## src/rtl/tcp_pkg.sv

```systemverilog
package tcp_pkg;
  typedef struct packed {
    logic flag;
    logic ie;
    logic mode_b;
    logic mode_a;
    logic sel_b;
    logic sel_a;
    logic tog_ovf;
    logic full_duty;
  } ctl_t;

  localparam int REG_STRIDE = 3;
  localparam int REG_CTL    = 0;
  localparam int REG_HI     = 1;
  localparam int REG_LO     = 2;

  localparam logic [1:0] SEL_OFF  = 2'b00;
  localparam logic [1:0] SEL_TOG  = 2'b01;
  localparam logic [1:0] SEL_LOW  = 2'b10;
  localparam logic [1:0] SEL_HIGH = 2'b11;
endpackage

```

## src/rtl/tcp_regs.sv

```systemverilog
module tcp_regs #(
  parameter int CNT_W = 16,
  parameter int AW    = 3
) (
  input  logic                        clk,
  input  logic                        rst_n,
  input  logic                        bus_we,
  input  logic [AW-1:0]               bus_addr,
  input  logic [7:0]                  bus_wdata,
  output logic [7:0]                  bus_rdata,
  input  logic [CNT_W-1:0]            cnt_val,
  input  logic [1:0]                  evt,
  input  logic [1:0]                  cap_we,
  output tcp_pkg::ctl_t [1:0]         ctl,
  output logic [1:0][CNT_W-1:0]       cmp
);
  import tcp_pkg::*;

  localparam int HI_W = CNT_W - 8;

  ctl_t [1:0]             ctl_n;
  logic [1:0][CNT_W-1:0]  cmp_n;
  logic [1:0]             hit_ctl, hit_hi, hit_lo;

  for (genvar i = 0; i < 2; i++) begin : g_ch
    localparam logic [AW-1:0] A_CTL = AW'(REG_STRIDE * i + REG_CTL);
    localparam logic [AW-1:0] A_HI  = AW'(REG_STRIDE * i + REG_HI);
    localparam logic [AW-1:0] A_LO  = AW'(REG_STRIDE * i + REG_LO);

    always_comb begin
      hit_ctl[i] = bus_we && (bus_addr == A_CTL);
      hit_hi[i]  = bus_we && (bus_addr == A_HI);
      hit_lo[i]  = bus_we && (bus_addr == A_LO);

      ctl_n[i] = ctl[i];
      if (hit_ctl[i]) begin
        ctl_n[i].ie        = bus_wdata[6];
        ctl_n[i].mode_b    = (i == 0) ? bus_wdata[5] : 1'b0;
        ctl_n[i].mode_a    = bus_wdata[4];
        ctl_n[i].sel_b     = bus_wdata[3];
        ctl_n[i].sel_a     = bus_wdata[2];
        ctl_n[i].tog_ovf   = bus_wdata[1];
        ctl_n[i].full_duty = bus_wdata[0];
      end
      ctl_n[i].flag = evt[i] | (ctl[i].flag & ~(hit_ctl[i] & ~bus_wdata[7]));

      cmp_n[i] = cmp[i];
      if (cap_we[i]) begin
        cmp_n[i] = cnt_val;
      end else begin
        if (hit_hi[i]) cmp_n[i][CNT_W-1:8] = bus_wdata[HI_W-1:0];
        if (hit_lo[i]) cmp_n[i][7:0]       = bus_wdata;
      end
    end

    always_ff @(posedge clk or negedge rst_n) begin
      if (!rst_n) begin
        ctl[i] <= '0;
        cmp[i] <= '0;
      end else begin
        ctl[i] <= ctl_n[i];
        cmp[i] <= cmp_n[i];
      end
    end

    p_flag_src_r2: assert property (@(posedge clk) disable iff (!rst_n)
      $rose(ctl[i].flag) |-> $past(evt[i]));

    p_flag_clr_r2: assert property (@(posedge clk) disable iff (!rst_n)
      (hit_ctl[i] && !bus_wdata[7] && !evt[i]) |=> !ctl[i].flag);

    p_flag_keep_r2: assert property (@(posedge clk) disable iff (!rst_n)
      (ctl[i].flag && !hit_ctl[i]) |=> ctl[i].flag);
  end

  always_comb begin
    bus_rdata = 8'h00;
    for (int i = 0; i < 2; i++) begin
      if (bus_addr == AW'(REG_STRIDE * i + REG_CTL)) bus_rdata = ctl[i];
      if (bus_addr == AW'(REG_STRIDE * i + REG_HI))  bus_rdata = 8'(cmp[i][CNT_W-1:8]);
      if (bus_addr == AW'(REG_STRIDE * i + REG_LO))  bus_rdata = cmp[i][7:0];
    end
  end
endmodule

```

## src/rtl/tcp_chan.sv

```systemverilog
module tcp_chan #(
  parameter int CNT_W = 16
) (
  input  logic               clk,
  input  logic               rst_n,
  input  tcp_pkg::ctl_t      ctl,
  input  logic [CNT_W-1:0]   cmp_val,
  input  logic [CNT_W-1:0]   cnt_val,
  input  logic               cnt_ovf,
  input  logic               pin_in,
  input  logic               active,
  output logic               evt,
  output logic               cap_we,
  output logic               pin_out,
  output logic               pin_oe
);
  import tcp_pkg::*;

  logic       pin_q;
  logic       out_q, out_n;
  logic [1:0] sel;
  logic       is_cap, is_cmp, rise, fall, edge_hit, match, drive;

  always_comb begin
    sel    = {ctl.sel_b, ctl.sel_a};
    is_cap = !ctl.mode_b && !ctl.mode_a;
    is_cmp = !is_cap;
    rise   = pin_in && !pin_q;
    fall   = !pin_in && pin_q;
    unique case (sel)
      SEL_TOG:  edge_hit = rise;
      SEL_LOW:  edge_hit = fall;
      SEL_HIGH: edge_hit = rise || fall;
      default:  edge_hit = 1'b0;
    endcase
    cap_we = active && is_cap && edge_hit;
    match  = active && is_cmp && (cnt_val == cmp_val);
    evt    = cap_we || match;
    drive  = active && is_cmp && (sel != SEL_OFF);

    out_n = out_q;
    if (drive) begin
      if (ctl.full_duty) begin
        out_n = 1'b1;
      end else if (match) begin
        unique case (sel)
          SEL_TOG:  out_n = !out_q;
          SEL_LOW:  out_n = 1'b0;
          SEL_HIGH: out_n = 1'b1;
          default:  out_n = out_q;
        endcase
      end else if (ctl.tog_ovf && cnt_ovf) begin
        out_n = !out_q;
      end
    end
  end

  always_ff @(posedge clk or negedge rst_n) begin
    if (!rst_n) begin
      pin_q <= 1'b0;
      out_q <= 1'b0;
    end else begin
      pin_q <= pin_in;
      out_q <= out_n;
    end
  end

  assign pin_out = out_q;
  assign pin_oe  = drive;

  p_full_high_r8: assert property (@(posedge clk) disable iff (!rst_n)
    (pin_oe && ctl.full_duty) |=> pin_out);

  p_match_set_r6: assert property (@(posedge clk) disable iff (!rst_n)
    (pin_oe && !ctl.full_duty && evt && sel == SEL_HIGH) |=> pin_out);

  p_match_clr_r6: assert property (@(posedge clk) disable iff (!rst_n)
    (pin_oe && !ctl.full_duty && evt && sel == SEL_LOW) |=> !pin_out);

  p_ovf_tog_r7: assert property (@(posedge clk) disable iff (!rst_n)
    (pin_oe && !ctl.full_duty && !evt && ctl.tog_ovf && cnt_ovf)
      |=> pin_out != $past(pin_out));

  p_hold_r10: assert property (@(posedge clk) disable iff (!rst_n)
    !pin_oe |=> $stable(pin_out));

  p_cap_mode_r5: assert property (@(posedge clk) disable iff (!rst_n)
    cap_we |-> (!pin_oe && pin_in != pin_q));
endmodule

```

## src/rtl/tcp_buf_sel.sv

```systemverilog
module tcp_buf_sel (
  input  logic clk,
  input  logic rst_n,
  input  logic buf_en,
  input  logic cnt_ovf,
  output logic use_odd
);
  logic use_odd_n;

  always_comb begin
    use_odd_n = use_odd;
    if (!buf_en)      use_odd_n = 1'b0;
    else if (cnt_ovf) use_odd_n = !use_odd;
  end

  always_ff @(posedge clk or negedge rst_n) begin
    if (!rst_n) use_odd <= 1'b0;
    else        use_odd <= use_odd_n;
  end

  p_sel_start_r9: assert property (@(posedge clk) disable iff (!rst_n)
    !buf_en |=> !use_odd);

  p_sel_flip_r9: assert property (@(posedge clk) disable iff (!rst_n)
    (buf_en && cnt_ovf) |=> use_odd != $past(use_odd));

  p_sel_hold_r9: assert property (@(posedge clk) disable iff (!rst_n)
    (buf_en && !cnt_ovf) |=> $stable(use_odd));
endmodule

```

## src/rtl/tmr_chan_pair.sv

```systemverilog
module tmr_chan_pair #(
  parameter int CNT_W = 16,
  parameter int AW    = 3
) (
  input  logic               clk,
  input  logic               rst_n,
  input  logic [CNT_W-1:0]   cnt_val,
  input  logic               cnt_ovf,
  input  logic               bus_we,
  input  logic [AW-1:0]      bus_addr,
  input  logic [7:0]         bus_wdata,
  output logic [7:0]         bus_rdata,
  input  logic [1:0]         pin_in,
  output logic [1:0]         pin_out,
  output logic [1:0]         pin_oe,
  output logic [1:0]         irq
);
  import tcp_pkg::*;

  logic [1:0]             rst_sync;
  logic                   rst_n_s;
  ctl_t [1:0]             ctl;
  logic [1:0][CNT_W-1:0]  cmp;
  logic [1:0][CNT_W-1:0]  cmp_eff;
  logic [1:0]             evt, cap_we, active;
  logic                   buf_en, use_odd;

  always_ff @(posedge clk or negedge rst_n) begin
    if (!rst_n) rst_sync <= 2'b00;
    else        rst_sync <= {rst_sync[0], 1'b1};
  end
  assign rst_n_s = rst_sync[1];

  tcp_regs #(.CNT_W(CNT_W), .AW(AW)) u_regs (
    .clk(clk), .rst_n(rst_n_s), .bus_we(bus_we), .bus_addr(bus_addr),
    .bus_wdata(bus_wdata), .bus_rdata(bus_rdata), .cnt_val(cnt_val),
    .evt(evt), .cap_we(cap_we), .ctl(ctl), .cmp(cmp)
  );

  assign buf_en = ctl[0].mode_b;

  tcp_buf_sel u_sel (
    .clk(clk), .rst_n(rst_n_s), .buf_en(buf_en), .cnt_ovf(cnt_ovf),
    .use_odd(use_odd)
  );

  assign cmp_eff[0] = use_odd ? cmp[1] : cmp[0];
  assign cmp_eff[1] = cmp[1];
  assign active     = {!buf_en, 1'b1};

  for (genvar i = 0; i < 2; i++) begin : g_ch
    tcp_chan #(.CNT_W(CNT_W)) u_chan (
      .clk(clk), .rst_n(rst_n_s), .ctl(ctl[i]), .cmp_val(cmp_eff[i]),
      .cnt_val(cnt_val), .cnt_ovf(cnt_ovf), .pin_in(pin_in[i]),
      .active(active[i]), .evt(evt[i]), .cap_we(cap_we[i]),
      .pin_out(pin_out[i]), .pin_oe(pin_oe[i])
    );
    assign irq[i] = ctl[i].flag && ctl[i].ie;
  end

  p_odd_released_r9: assert property (@(posedge clk) disable iff (!rst_n_s)
    buf_en |-> (!pin_oe[1] && !evt[1]));
endmodule

```

## config.mk

```make
export PLATFORM = sky130hd
export DESIGN_NAME = tmr_chan_pair
export DESIGN_NICKNAME = d
export VERILOG_FILES = /design/src/rtl/tcp_pkg.sv /design/src/rtl/tcp_regs.sv /design/src/rtl/tcp_chan.sv /design/src/rtl/tcp_buf_sel.sv /design/src/rtl/tmr_chan_pair.sv
export SDC_FILE = /design/constraint.sdc
export NUM_CORES = 1
export LEC_CHECK = 0
export CAP_MARGIN = 25
export CORE_AREA = 2 2 93 95
export CTS_CLUSTER_SIZE = 40
export DETAILED_ROUTE_END_ITERATION = 10
export DIE_AREA = 0 0 95 97
export GPL_TIMING_DRIVEN = 0
export PLACE_DENSITY_LB_ADDON = 0.2
export SLEW_MARGIN = 40
export SYNTH_ARGS = -nofsm -noshare
export SYNTH_HDL_FRONTEND = slang
export SYNTH_SLANG_ARGS = --single-unit
```

## constraint.sdc

```tcl
create_clock -name clk -period 2.5 [get_ports clk]
set_input_delay 0.75 -clock clk [delete_from_list [all_inputs] [get_ports clk]]
set_output_delay 0.75 -clock clk [all_outputs]
set_load 0.01 [all_outputs]
```

==> impl_metrics.ini <==
[detailed_routing]
wl_per_cell_um = 19.27
drtPass1Iterations = 6
antenna_left = 0
drc_errors = 0
vias_per_cell = 5.497
first_iter_violations = 217
wl_um = 10350
vias = 2952

[critical_path]
cp_top_family = buffers and inverters
worst-setup-path-type = input pin to output pin
cp_max_fo = 4
critPathBufInv = 5
path_cells = buf_8 -> buf_6 -> buf_12 -> buf_8 -> mux2i_1 -> nor2_1 -> a21oi_1 -> o221ai_2 -> buf_2
worstPathArrival_ns = 1.85
cp-start-kind = input pin
end_kind = output pin
cpPeakStageDelay_ns = 0.15
critical_path_required_ns = 1.75
cp_slowest_cell = a21oi_1
crit_path_frequent_cell = buf_8

[clock_tree]
cts_tree = yes
cts.clk_slew.worst_paths_ns = 0.10
htree_num_levels = 2
ctsHoldBuffers = 0
root_buffer = clkbuf_8
clock_sinks = 54
clk_latency_ns = 0.31
cts_buffer_depth = 2
cts_buffers = 5

[global_routing]
grt.total_usage_pct = 23.40
grt_max_degree = 32
antenna_found_initial = 0
grt_pass1_vias = 2859
grt_pass1_wl_um = 16260
grt_overflow = 0

[die]
initial_core_util_pct = 42.55
chipHeight_um = 97
fp.dieArea_um2 = 9215
core_area_um2 = 8134
io_pins = 47
rows = 33
die_w_um = 95

[synthesis]
yosysTopAreaCell = dfrtp_1
ys_ff_latch = 54
synthTopCellsByCount = mux2i_1, dfrtp_1, nand2_1
synth_area_um2 = 3461
syn_nets = 400
synth_top_flop_cell = dfrtp_1
synth_cells = 358
synth_top_area_share_pct = 39.05
synth_edf_count = 0
ys_seq_area_share_pct = 39.05
synthTopCellsByArea = dfrtp_1, mux2i_1, xnor2_1
synthDistinctLibCells = 41
synthArstFlopShare_pct = 100.0
syn_area_per_cell_um2 = 9.667
synthMostInstantiatedCell = mux2i_1
yosysWarningCount = 0

[sta]
maxSlewViolCount = 0
relSlewSlack_pct = 51.82
fmaxAchievable_mhz = 384.0
post-route-min-period_ns = 2.604
setup_tns_ns = -0.3509
max_slew.worst_pin.slew_ns = 0.7219
setup_viol = 6
period_share_pct = 104.2
holdWs_ns = 0.2274
grt_setup_unrepaired = yes
finalWorstSetupSlack_ns = -0.1039
final_hold_viol_count = 0
fin_worst_skew_ns = 0.007701

[layout]
nNetsFinal = 473
diodes = 0
stdcell_count = 537
postLayoutCoreUtil_pct = 55.28
area_delta_synth_final_pct = 29.93
drive_above_1_share_pct = 21.99

[flow_run]
maxCapViolations = 0

[placement]
place_inst = 509
dpl.hpwl_um = 7063
place_ws_ns = -1.348
place_congestion = 0.9168
io_buffers = 45

[power_and_ir_drop]
leakage_uw = 0.001904
ir_worst_vdd_mv = 0.3545
powerDensity_nw_per_um2 = 820.8

[min_path]
hold_path.class = flop to asynchronous set/reset pin

[run_status]
status = finished with violations
violations = negative setup slack
-- power breakdown --
part | internal (uW) | switching, uW | leakage, uW | total, uW
Sequential | 1210 | 363 | 0.000644 | 1570
Clock | 280 | 287 | 0.0000575 | 567
Combinational | 797 | 753 | 0.00120 | 1550
Total | 2290 | 1400 | 0.00190 | 3690
-- path summary, 6_finish.rpt --
path                               start            end  slack, ns  cells past startpoint
min in group clk             rst_sync[0]    rst_sync[1]       0.36                      0
hold / removal               rst_sync[1]  u_regs.ctl[3]       0.23                      0
setup / recovery             bus_addr[0]   bus_rdata[1]      -0.10                      9
max in group asynchronous          rst_n    rst_sync[1]       1.78                      1
setup reg to reg           u_regs.ctl[3]  u_regs.cmp[3]       0.50                      8
hold reg to reg              rst_sync[1]  u_regs.ctl[3]       0.23                      0
-- cell families (layout without fill, tap and decap cells) --
family | count (synthesis) | in the layout | share of synthesized area, %
and+or+nand+nor | 93 | 93 | 12.87
buffers and inverters | 32 | 106 | 4.447
AOI/OAI and AO/OA | 66 | 66 | 11.32
adders and majority gates | 9 | 9 | 3.254
muxes | 69 | 69 | 20.35
xor gates and xnor gates | 34 | 34 | 8.605
DFF | 54 | 54 | 39.05
other | 1 | 1 | 0.1084
-- cell type report --
| class | count | area [um2] |
|---|---|---|
| plain buffers | 20 | 166.4 |
| clock buffers | 8 | 110.1 |
| fillers | 764 | 3637 |
| inverters | 11 | 41.29 |
| multi-input cells | 272 | 2062 |
| flip-flops and latches | 54 | 1359 |
| well taps | 105 | 131.4 |
| repair buffers | 67 | 626.9 |
-- metrics by stage --
stage	power, uW	cell area, um2
final	3691	4497
after global routing	3945	4497
after CTS	3642	4412
after detailed placement	3002	4079
after global placement	2956	4043
after floorplan	2460	3461
-- timing repair --
| action | CTS | global route |
|---|---|---|
| pin swaps | 10 | 7 |
| gates resized for setup | 76 | 27 |
| setup endpoints to repair | 43 | 45 |
| setup buffers | 17 | 4 |
-- sequential cells by signal, summed over array words and instances (netlist names) --
register and count:
g_ch.u_chan.pin_out 2, u_sel.use_odd 1, u_regs.ctl 15, u_regs.cmp 32, g_ch.u_chan.pin_q 2, rst_sync 2
-- cell usage in the layout (no fill, tap or decap), types with 9 or more instances in the layout --
cell,instances
nor2_1,14
a21oi_1,11
mux2_2,11
dfrtp_1,50
nand2_1,44
xnor2_1,21
clkbuf_8,9
buf_2,11
xor2_1,13
inv_1,10
o21ai_0,34
buf_4,22
ha_1,9
clkdlybuf4s50_1,32
mux2i_1,57
-- worst register-to-register path, stage by stage (launching register included) --
cell      delay (ns)
dfrtp_2         0.41
buf_4           0.16
ha_1            0.21
a222oi_1        0.50
nor4_4          0.13
buf_4           0.17
buf_6           0.15
nand2_1         0.07
o21ai_0         0.08
-- layer usage --
| metal | track usage, % | wire length, um | up-vias |
|---|---|---|---|
| met4 | 4.794 | 148 | 0 |
| met3 | 3.349 | 512 | 15 |
| met2 | 36.82 | 4887 | 97 |
| met1 | 34.27 | 4797 | 1446 |
| li1 | - | - | 1394 |
| met5 | 0 | 0 | - |
Power figures use the tool's default switching activity.
